## config.mk

```make
export PLATFORM = sky130hd
export DESIGN_NAME = pmu_counter_unit
export DESIGN_NICKNAME = d
export VERILOG_FILES = /design/src/rtl/pmu_pkg.sv /design/src/rtl/pmu_datapath.sv /design/src/rtl/pmu_ctrl.sv /design/src/rtl/pmu_counter_unit.sv
export SDC_FILE = /design/constraint.sdc
export NUM_CORES = 1
export LEC_CHECK = 0
export BUFFER_PORTS_ARGS = -buffer_cell sky130_fd_sc_hd__buf_2
export CORE_MARGIN = 2
export CORE_UTILIZATION = 34
export DETAILED_ROUTE_END_ITERATION = 6
export PLACE_DENSITY = 0.53
export SLEW_MARGIN = 20
export SYNTH_ARGS = -nofsm -noshare
export SYNTH_HDL_FRONTEND = slang
export SYNTH_HIERARCHICAL = 1
export SYNTH_SLANG_ARGS = --single-unit
```

## constraint.sdc

```tcl
create_clock -name clk -period 3.74 [get_ports clk]
set_clock_uncertainty 0.1 [all_clocks]
set_input_delay 0.187 -clock clk [delete_from_list [all_inputs] [get_ports clk]]
set_output_delay 0.187 -clock clk [all_outputs]
set_load 0.02 [all_outputs]
```

## src/rtl/pmu_pkg.sv

```systemverilog
package pmu_pkg;
  localparam int CNT_W    = 32;
  localparam int EVT_CNT  = 4;
  localparam int NCNT     = EVT_CNT + 1;
  localparam int CYC_IDX  = EVT_CNT;
  localparam int EVT_W    = 7;
  localparam int NUM_EVT  = 1 << EVT_W;
  localparam int SEL_W    = 5;
  localparam int IDX_W    = $clog2(EVT_CNT);
  localparam int CTRL_W   = 6;
  localparam int ADDR_W   = 4;
  localparam int DATA_W   = 32;
  localparam int CYC_BIT  = DATA_W - 1;

  localparam logic [ADDR_W-1:0] A_CTRL  = 4'd0;
  localparam logic [ADDR_W-1:0] A_ENSET = 4'd1;
  localparam logic [ADDR_W-1:0] A_ENCLR = 4'd2;
  localparam logic [ADDR_W-1:0] A_IESET = 4'd3;
  localparam logic [ADDR_W-1:0] A_FLAG  = 4'd4;
  localparam logic [ADDR_W-1:0] A_SEL   = 4'd5;
  localparam logic [ADDR_W-1:0] A_EVSEL = 4'd6;
  localparam logic [ADDR_W-1:0] A_EVCNT = 4'd7;
  localparam logic [ADDR_W-1:0] A_CYCNT = 4'd8;

  // Strobes and settings the control half hands to the datapath
  typedef struct packed {
    logic                             clrEvt;
    logic                             clrCyc;
    logic                             cycDiv;
    logic [NCNT-1:0]                  run;
    logic [EVT_CNT-1:0]               wrEvt;
    logic                             wrCyc;
    logic [CNT_W-1:0]                 wrData;
    logic [EVT_CNT-1:0][EVT_W-1:0]    evtSel;
  } strobeT;

  // Internal counter mask (cycle counter at the top index) to bus layout
  function automatic logic [DATA_W-1:0] toBus(input logic [NCNT-1:0] v);
    logic [DATA_W-1:0] b;
    b = '0;
    b[EVT_CNT-1:0] = v[EVT_CNT-1:0];
    b[CYC_BIT] = v[CYC_IDX];
    return b;
  endfunction

  function automatic logic [NCNT-1:0] fromBus(input logic [DATA_W-1:0] b);
    logic [NCNT-1:0] v;
    v[EVT_CNT-1:0] = b[EVT_CNT-1:0];
    v[CYC_IDX] = b[CYC_BIT];
    return v;
  endfunction
endpackage

```

## src/rtl/pmu_datapath.sv

```systemverilog
module pmu_datapath
  import pmu_pkg::*;
#(
  parameter int PRESCALE_LOG2 = 6
) (
  input  logic                           clk,
  input  logic                           rstN,
  input  strobeT                         strobe,
  input  logic [NUM_EVT-1:0]             evtIn,
  output logic [EVT_CNT-1:0][CNT_W-1:0]  evtCnt,
  output logic [CNT_W-1:0]               cycCnt,
  output logic [NCNT-1:0]                wrapVec
);
  logic [PRESCALE_LOG2-1:0] preCnt;
  logic                     cycTick;
  logic                     cycInc;
  logic [EVT_CNT-1:0]       hit;

  // Divide-by-2^PRESCALE_LOG2 prescaler for the cycle counter
  always_ff @(posedge clk or negedge rstN) begin
    if (!rstN) preCnt <= '0;
    else if (strobe.clrCyc) preCnt <= '0;
    else if (strobe.run[CYC_IDX] && strobe.cycDiv) preCnt <= preCnt + 1'b1;
  end

  assign cycTick = strobe.cycDiv ? (&preCnt) : 1'b1;
  assign cycInc  = strobe.run[CYC_IDX] && cycTick;

  always_ff @(posedge clk or negedge rstN) begin
    if (!rstN) cycCnt <= '0;
    else if (strobe.clrCyc) cycCnt <= '0;
    else if (strobe.wrCyc) cycCnt <= strobe.wrData;
    else if (cycInc) cycCnt <= cycCnt + 1'b1;
  end

  assign wrapVec[CYC_IDX] = cycInc && !strobe.wrCyc && !strobe.clrCyc && (&cycCnt);

  // Cycle counter stepping at full rate
  AST_CYC_STEP: assert property (@(posedge clk) disable iff (!rstN)
    (strobe.run[CYC_IDX] && !strobe.cycDiv && !strobe.wrCyc && !strobe.clrCyc)
      |=> (cycCnt == $past(cycCnt) + 1'b1));

  AST_CYC_WRAP_ZERO: assert property (@(posedge clk) disable iff (!rstN)
    wrapVec[CYC_IDX] |=> (cycCnt == '0));

  for (genvar i = 0; i < EVT_CNT; i++) begin : gEvt
    assign hit[i] = strobe.run[i] && evtIn[strobe.evtSel[i]];

    always_ff @(posedge clk or negedge rstN) begin
      if (!rstN) evtCnt[i] <= '0;
      else if (strobe.clrEvt) evtCnt[i] <= '0;
      else if (strobe.wrEvt[i]) evtCnt[i] <= strobe.wrData;
      else if (hit[i]) evtCnt[i] <= evtCnt[i] + 1'b1;
    end

    assign wrapVec[i] = hit[i] && !strobe.wrEvt[i] && !strobe.clrEvt && (&evtCnt[i]);

    AST_EVT_HOLD: assert property (@(posedge clk) disable iff (!rstN)
      (!strobe.run[i] && !strobe.wrEvt[i] && !strobe.clrEvt)
        |=> $stable(evtCnt[i]));

    AST_EVT_WRITE_WINS: assert property (@(posedge clk) disable iff (!rstN)
      (strobe.wrEvt[i] && !strobe.clrEvt)
        |=> (evtCnt[i] == $past(strobe.wrData)));

    AST_EVT_WRAP_ZERO: assert property (@(posedge clk) disable iff (!rstN)
      wrapVec[i] |=> (evtCnt[i] == '0));

    AST_EVT_CLEAR: assert property (@(posedge clk) disable iff (!rstN)
      strobe.clrEvt |=> (evtCnt[i] == '0));
  end
endmodule

```

## src/rtl/pmu_ctrl.sv

```systemverilog
module pmu_ctrl
  import pmu_pkg::*;
(
  input  logic                           clk,
  input  logic                           rstN,
  input  logic                           regWrite,
  input  logic [ADDR_W-1:0]              regAddr,
  input  logic [DATA_W-1:0]              regWData,
  output logic [DATA_W-1:0]              regRData,
  input  logic [NCNT-1:0]                wrapVec,
  input  logic [EVT_CNT-1:0][CNT_W-1:0]  evtCnt,
  input  logic [CNT_W-1:0]               cycCnt,
  output strobeT                         strobe,
  output logic                           irq
);
  logic [CTRL_W-1:0]             ctrlReg;
  logic [NCNT-1:0]               enReg;
  logic [NCNT-1:0]               irqEnReg;
  logic [NCNT-1:0]               flagReg;
  logic [SEL_W-1:0]              selReg;
  logic [EVT_CNT-1:0][EVT_W-1:0] evtSelReg;
  logic [NCNT-1:0]               busMask;
  logic [IDX_W-1:0]              selIdx;
  logic                          selValid;
  logic wrCtrl, wrEnSet, wrEnClr, wrIeSet, wrFlag, wrSel, wrEvSel, wrEvCnt, wrCyCnt;

  assign busMask  = fromBus(regWData);
  assign selIdx   = selReg[IDX_W-1:0];
  assign selValid = (selReg < SEL_W'(EVT_CNT));

  assign wrCtrl  = regWrite && (regAddr == A_CTRL);
  assign wrEnSet = regWrite && (regAddr == A_ENSET);
  assign wrEnClr = regWrite && (regAddr == A_ENCLR);
  assign wrIeSet = regWrite && (regAddr == A_IESET);
  assign wrFlag  = regWrite && (regAddr == A_FLAG);
  assign wrSel   = regWrite && (regAddr == A_SEL);
  assign wrEvSel = regWrite && (regAddr == A_EVSEL) && selValid;
  assign wrEvCnt = regWrite && (regAddr == A_EVCNT) && selValid;
  assign wrCyCnt = regWrite && (regAddr == A_CYCNT);

  // Control word: reset bits 1 and 2 live for a single cycle
  always_ff @(posedge clk or negedge rstN) begin
    if (!rstN) ctrlReg <= '0;
    else if (wrCtrl) ctrlReg <= regWData[CTRL_W-1:0];
    else ctrlReg[2:1] <= 2'b00;
  end

  always_ff @(posedge clk or negedge rstN) begin
    if (!rstN) begin
      enReg    <= '0;
      irqEnReg <= '0;
      selReg   <= '0;
    end else begin
      if (wrEnSet) enReg <= enReg | busMask;
      else if (wrEnClr) enReg <= enReg & ~busMask;
      if (wrIeSet) irqEnReg <= irqEnReg | busMask;
      if (wrSel) selReg <= regWData[SEL_W-1:0];
    end
  end

  // New wraps win over a clear arriving in the same cycle
  always_ff @(posedge clk or negedge rstN) begin
    if (!rstN) flagReg <= '0;
    else flagReg <= (flagReg & ~(wrFlag ? busMask : '0)) | wrapVec;
  end

  for (genvar i = 0; i < EVT_CNT; i++) begin : gSel
    always_ff @(posedge clk or negedge rstN) begin
      if (!rstN) evtSelReg[i] <= '0;
      else if (wrEvSel && (selIdx == IDX_W'(i))) evtSelReg[i] <= regWData[EVT_W-1:0];
    end

    always_comb begin
      strobe.wrEvt[i] = wrEvCnt && (selIdx == IDX_W'(i));
    end

    AST_FLAG_ON_WRAP: assert property (@(posedge clk) disable iff (!rstN)
      wrapVec[i] |=> flagReg[i]);
  end

  always_comb begin
    strobe.clrEvt = ctrlReg[1];
    strobe.clrCyc = ctrlReg[2];
    strobe.cycDiv = ctrlReg[3];
    strobe.run    = enReg & {NCNT{ctrlReg[0]}};
    strobe.wrCyc  = wrCyCnt;
    strobe.wrData = regWData;
    strobe.evtSel = evtSelReg;
  end

  always_comb begin
    regRData = '0;
    case (regAddr)
      A_CTRL:  regRData[CTRL_W-1:0] = ctrlReg;
      A_ENSET: regRData = toBus(enReg);
      A_ENCLR: regRData = toBus(enReg);
      A_IESET: regRData = toBus(irqEnReg);
      A_FLAG:  regRData = toBus(flagReg);
      A_SEL:   regRData[SEL_W-1:0] = selReg;
      A_EVSEL: if (selValid) regRData[EVT_W-1:0] = evtSelReg[selIdx];
      A_EVCNT: if (selValid) regRData = evtCnt[selIdx];
      A_CYCNT: regRData = cycCnt;
      default: regRData = '0;
    endcase
  end

  assign irq = |(flagReg & irqEnReg);

  AST_CTRL_PULSE_CLEARS: assert property (@(posedge clk) disable iff (!rstN)
    (ctrlReg[2:1] != 2'b00 && !wrCtrl) |=> (ctrlReg[2:1] == 2'b00));

  AST_CYC_FLAG_ON_WRAP: assert property (@(posedge clk) disable iff (!rstN)
    wrapVec[CYC_IDX] |=> flagReg[CYC_IDX]);

  AST_FLAG_CLEAR: assert property (@(posedge clk) disable iff (!rstN)
    (wrFlag && regWData[0] && !wrapVec[0]) |=> !flagReg[0]);

  AST_IRQ_NEEDS_FLAG: assert property (@(posedge clk) disable iff (!rstN)
    irq |-> (flagReg != '0));
endmodule

```

## src/rtl/pmu_counter_unit.sv

```systemverilog
module pmu_counter_unit
  import pmu_pkg::*;
#(
  parameter int PRESCALE_LOG2 = 6
) (
  input  logic              clk,
  input  logic              rstN,
  input  logic              regWrite,
  input  logic [3:0]        regAddr,
  input  logic [31:0]       regWData,
  output logic [31:0]       regRData,
  input  logic [127:0]      evtIn,
  output logic              irq
);
  strobeT                        strobe;
  logic [EVT_CNT-1:0][CNT_W-1:0] evtCnt;
  logic [CNT_W-1:0]              cycCnt;
  logic [NCNT-1:0]               wrapVec;

  pmu_ctrl uCtrl (
    .clk      (clk),
    .rstN     (rstN),
    .regWrite (regWrite),
    .regAddr  (regAddr),
    .regWData (regWData),
    .regRData (regRData),
    .wrapVec  (wrapVec),
    .evtCnt   (evtCnt),
    .cycCnt   (cycCnt),
    .strobe   (strobe),
    .irq      (irq)
  );

  pmu_datapath #(.PRESCALE_LOG2(PRESCALE_LOG2)) uData (
    .clk     (clk),
    .rstN    (rstN),
    .strobe  (strobe),
    .evtIn   (evtIn),
    .evtCnt  (evtCnt),
    .cycCnt  (cycCnt),
    .wrapVec (wrapVec)
  );
endmodule

```

# --- After elaboration in Yosys (flattened, before gate mapping) ---
# Index checks and enable logic that the tools add are counted.
word_totals:
  register_bits: 220
  latch_bits: 0
  mem_bits_rw: 0
  rom_bits: 0
  input_bits: 167
  out_inout_bits: 33
  word_cells: 152
  memories: 0
op_classes:
  add_sub_neg: 6
  n_mul: 0
  n_div: 0
  order_cmp: 6
  eq_ne: 11
  n_shift: 0
  mux: 40
  n_bitwise: 9
  reduce_logical: 64
op_table:
  columns: ["cell", "count"]
  rows:
  - ["2-to-1 mux 32 bit", 17]
  - ["adder 32 x 1 -> 32 bit (second input constant)", 5]
  - ["AND reduction 32 bit", 5]
  - ["one-hot mux 25 bit (5 select lines)", 1]
  - ["binary-select mux 32 bit (select 2 bit)", 1]
  - ["logical AND 1 bit", 40]
  - ["one-hot mux 5 bit (8 select lines)", 1]
  - ["< comparator 7 x 8 -> 1 bit (second input constant)", 4]
  - ["binary-select mux 1 bit (select 7 bit)", 4]
  - ["bitwise AND 5 bit", 4]
  - ["== test 4 x 3 -> 1 bit (second input constant)", 4]
  - ["2-to-1 mux 5 bit", 3]
  - ["OR 5 bit", 3]
  - ["nonzero test 3 bit", 5]
  - ["binary-select mux 7 bit (select 2 bit)", 1]
  - ["2-to-1 mux 7 bit", 2]
  - ["2-to-1 mux 6 bit", 2]
  - ["NOT 5 bit", 2]
  - ["== test 4 x 2 -> 1 bit (second input constant)", 2]
  - ["zero test 1 bit", 7]
  - ["adder 6 x 1 -> 6 bit (second input constant)", 1]
  - ["AND reduction 6 bit", 1]
  - ["< comparator 5 x 3 -> 1 bit (second input constant)", 1]
  - ["2-to-1 mux 1 bit", 5]
  - ["other kinds (13)", 15]

# --- Depth between registers and ports, before layout ---
logic_depth:
  word_depth: 9
  ltp_mapped: 13
  ltp_nobuf: 9

# --- Modules after synthesis ---
# Netlist, hierarchy kept.
modules_own_cells:
  columns: ["module", "instances", "cells_each", "area_per_inst_um2", "seq_area_each_um2"]
  rows:
  - ["pmu_datapath", 1, 1574, 14905.5, 4154.0]
  - ["pmu_ctrl", 1, 355, 4137.7, 1351.3]

# --- Worst setup path before layout ---
# Ideal clock, no wire load.
synth_path:
  kind: "reg2reg"
  from: "register uCtrl.evtSelReg, in the netlist uCtrl/strobe[22]"
  to: "register uData/evtCnt[97] (netlist name)"
  setup_ps: 132
  t_arrival_ps: 2798
  t_required_ps: 3508
  slack_ps: 710
  stages_incl_launch_ff: 11
  n_path_buf: 2
  period_less_slack_ps: 3030
  path_cell_list: "dfrtp_1 buf_6 mux4_2 mux4_2 o2111ai_1 nor2_1 nor4_4 buf_2 mux2_2 mux2i_1 nor2_1"
synth_between:
  elab_chain_len: 4
synth_rtl:
  columns: ["element", "line_no", "text"]
  rows:
  - ["start, declared", "pmu_ctrl.sv:21", "logic [EVT_CNT-1:0][EVT_W-1:0] evtSelReg;"]
  - ["start signal, assigned by index", "pmu_ctrl.sv:70", "else if (wrEvSel && (selIdx == IDX_W'(i))) evtSelReg[i] <= regWData[EVT_W-1:0];"]
  - ["binary-select mux 1 bit (select 7 bit)", "pmu_datapath.sv:47", "assign hit[i] = strobe.run[i] && evtIn[strobe.evtSel[i]];"]
  - ["2-to-1 mux 1 bit (not written as such)", "pmu_datapath.sv:47", null]
  - ["logical AND 1 bit", "pmu_datapath.sv:47", null]
  - ["nonzero test 3 bit (no line)", null, null]
  - ["end signal, assigned by index", "pmu_datapath.sv:52", "else if (strobe.wrEvt[i]) evtCnt[i] <= strobe.wrData;"]
  - ["end signal, assigned by index", "pmu_datapath.sv:53", "else if (hit[i]) evtCnt[i] <= evtCnt[i] + 1'b1;"]
  - ["end, declared", "pmu_datapath.sv:10", "output logic [EVT_CNT-1:0][CNT_W-1:0] evtCnt,"]
# Every way passes these cells. The select of a mux whose other input is x is not followed.
# A chain may end at the register's enable or synchronous reset.

# --- Worst setup path in the final report ---
layout_path:
  from: "register uCtrl.evtSelReg, in the netlist uCtrl/strobe[14]"
  to: "register uData/evtCnt[79] (netlist name)"
# Same word-level chain as after synthesis.

==> flow_metrics.tcl <==
set metrics [dict create \
    syn-cell-area_sq_um 19000 \
    finalSetupViolations 0 \
    overflow 0 \
    ys_ff_latch 220 \
    firstDrtPassIters 6 \
    rsz0062_at_grt "no" \
    syn_avg_cell_area_sq_um 9.87 \
    grt_first_pass_wirelength_mm 110 \
    critPathBufInv 2 \
    post-route-period-util_pct 96.9 \
    clk_pin_slew_ps 60 \
    internal_power_mw 6.33 \
    synth_edf_count 0 \
    hold_depth 3 \
    crit_type "register to register" \
    cp_top_family "compound AO/OA/AOI/OAI gates" \
    power.switching_mw 3.85 \
    min_period_ps 3620 \
    drt-total-wl_mm 74.2 \
    r2r-end "uData/evtCnt[79]" \
    die_h_microns 241 \
    reg2reg_depth 10 \
    ctsRootBufferMaster "clkbuf_16" \
    path_depth 10 \
    seq_area_frac_synth_pct 28.9 \
    cp.required_ps 4080 \
    setup_ws_ps 118 \
    rows 86 \
    async_reset_ff_share_pct 100 \
    grt_antenna_before_repair 4 \
    cellLeakagePower_nw 8.66 \
    worst-path-max-fanout 20 \
    rrSetupSlack_ps 120 \
    clock_power_share_pct 26.6 \
    die_area_sq_um 57900 \
    hold_viol 0 \
    crit_start "uCtrl/strobe[14]" \
    dpl_worst_slack_ps 175 \
    start_util_pct 34.5 \
    postRouteAntennaNets 0 \
    synth_flop_cell "dfrtp_1" \
    tightest_slew_ps 950 \
    cts-buffers-inserted 28 \
    coreArea_sq_um 55200 \
    synthCells 1929 \
    drive_gt1_share_pct 26.0 \
    die_w_microns 241 \
    holdCritPathClass "input pin to register" \
    vdd_ir_drop_max_mv 0.343 \
    drv_cap 0 \
    cts_max_path_buffers 3 \
    grt_max_degree 98 \
    crit_path_start_kind "register" \
    worstPathArrival_ps 3960 \
    drt_iter0_drc 2082 \
    cts_tree "done" \
    via_count 17400 \
    tns_ps 0 \
    clkSinkCount 220 \
    final_common_cell "dfrtp_1" \
    clock_latency_ps 560 \
    drc 0 \
    syn_to_final_growth_pct 15.4 \
    gp_congestion 0.952 \
    cts_resized 0 \
    endpoint_kind "register" \
    p_comb_share_pct 35.4 \
    ys_types 93 \
    routed_via_density 6.11 \
    synth_fa_ha_area_share_pct 0.394 \
    max_stage_delay_ps 570 \
    io_pins 200 \
    yosys_warnings 6 \
    synth_top_family_by_area "multiplexers" \
    slew_headroom_pct 36.3 \
    synth_mux_area_share_pct 25.1 \
    fill_cells 5431 \
    synth_xor_area_share_pct 5.11 \
    port-buffer-count 199 \
    status "complete, no violations" \
    cts.htree.levels 1 \
    synthSimpleGateAreaFrac_pct 19.0 \
    slowest_stage "mux4_1" \
    grtUsageTotal_pct 25.3 \
    crit_end "uData/evtCnt[79]" \
    max_clock_freq_mhz 276 \
    r2r-start "uCtrl/strobe[14]" \
    swShare_pct 37.8 \
    final_cell_mix "214 x dfrtp_1, 198 x buf_2, 137 x nand2_1" \
    nets 2255 \
    wire_per_inst_microns 26.0 \
    p_per_area_nw_per_um2 464 \
    syn_nets 2102 \
    crit_chain "buf_12 -> mux4_1 -> mux4_2 -> a22o_1 -> o32ai_4 -> nor4b_4 -> nand2_2 -> buf_4 -> nor3_1 -> o31a_1" \
    dpl.hpwl_mm 55.6 \
    seq_power_share_pct 37.9 \
    synth_compound_area_share_pct 14.9 \
    drv_slew 0 \
    grt_pass1_vias 16800 \
]
-- power by group through the flow --
stage               clock network, mW  registers [mW]  logic (mW)
floorplan                           0            3.37        2.70
global placement                    0            3.85        3.47
detailed placement                  0            3.87        3.51
CTS                              2.76            3.83        3.56
global route                     2.85            3.93        3.85
finish                           2.71            3.86        3.61
-- registers in the layout, indices dropped and copies added (netlist names), named ones only --
name            count
uData/evtCnt      128
uCtrl/selReg        5
uCtrl/ctrlReg       6
uData/cycCnt       32
uCtrl/irqEnReg      5
uCtrl/flagReg       5
uData/preCnt        6
uCtrl/strobe       28
-- timing repair --
| item | CTS | global route |
|---|---|---|
| hold buffers | 32 | 0 |
| endpoints found under the hold margin | 205 | 0 |
| buffers inserted | 0 | 0 |
-- cells in the mapped netlist, drive strengths merged (44+ instances only) --
library cell | count | area, sq um
clkbuf | 93 | 353
nand4 | 60 | 375
nor3 | 45 | 252
xor2 | 78 | 683
dfrtp | 220 | 5510
nand2 | 138 | 521
mux2i | 70 | 701
nor2 | 116 | 438
mux2 | 51 | 574
a211oi | 44 | 330
mux4 | 152 | 3510
o21ai | 73 | 373
a21oi | 98 | 490
buf | 95 | 674
inv | 61 | 229
nand3 | 78 | 390
-- metal layers --
layer / share of wire, % / track usage, % / vias to the layer above / wire (microns)
met5: 0 / 0 / - / 0
met4: 2.6 / 6.04 / 0 / 1920
met3: 8.6 / 4.58 / 110 / 6410
met2: 44 / 37.5 / 764 / 32300
met1: 45 / 37.9 / 8844 / 33500
li1: - / - / 7714 / -
-- how the worst min path moves through the flow --
stage,slack (ps),start,end
detailed placement,200,rstN,uData/cycCnt[20]
finish,10,regWData[3],uCtrl/flagReg[3]
floorplan,-210,rstN,asynchronous set/reset pin
global route,10,regWData[3],uCtrl/irqEnReg[3]
CTS,4,regWData[3],uCtrl/irqEnReg[3]
global placement,200,rstN,uData/cycCnt[23]
-- worst min-delay path, cell delays in order --
cell,delay [ps]
buf_2,240
nand2_1,110
a21o_1,100
-- per-stage QoR --
stage                     instance area (sq um)  util, %  instances  power (mW)  hold WS, ps
after floorplan                           19000        -       1929        6.06         -209
after global placement                    20700     37.6       2768        7.32          199
after detailed placement                  20700     37.6       2768        7.38          201
after CTS                                 22000     39.8       2852        10.1         4.07
after global routing                      22000     39.8       2853        10.6         14.3
final                                     22000     39.8       2853        10.2         13.4
-- kinds of logic (layout without fill, tap and decap cells) --
kind of cell    Yosys count  count (layout)
compound gates          409             409
xor+xnor                111             111
fa+ha+maj                 6               6
buf+inv                 251             426
flops                   220             220
mux                     273             273
other cells               0               1
simple gates            659             659
-- final cells by class --
cell class | instances | area (sq um) | share of cell area (%)
multi-input cells | 1458 | 12300 | 56.1
repair buffers | 311 | 2050 | 9.34
flip-flops and latches | 220 | 5520 | 25.1
well taps | 748 | 936 | 4.26
diodes | 1 | 2.50 | 0.0114
clock buffers | 47 | 853 | 3.88
inverters | 63 | 236 | 1.08
clock inverters | 5 | 52.6 | 0.239
Power figures use the tool's default switching activity.
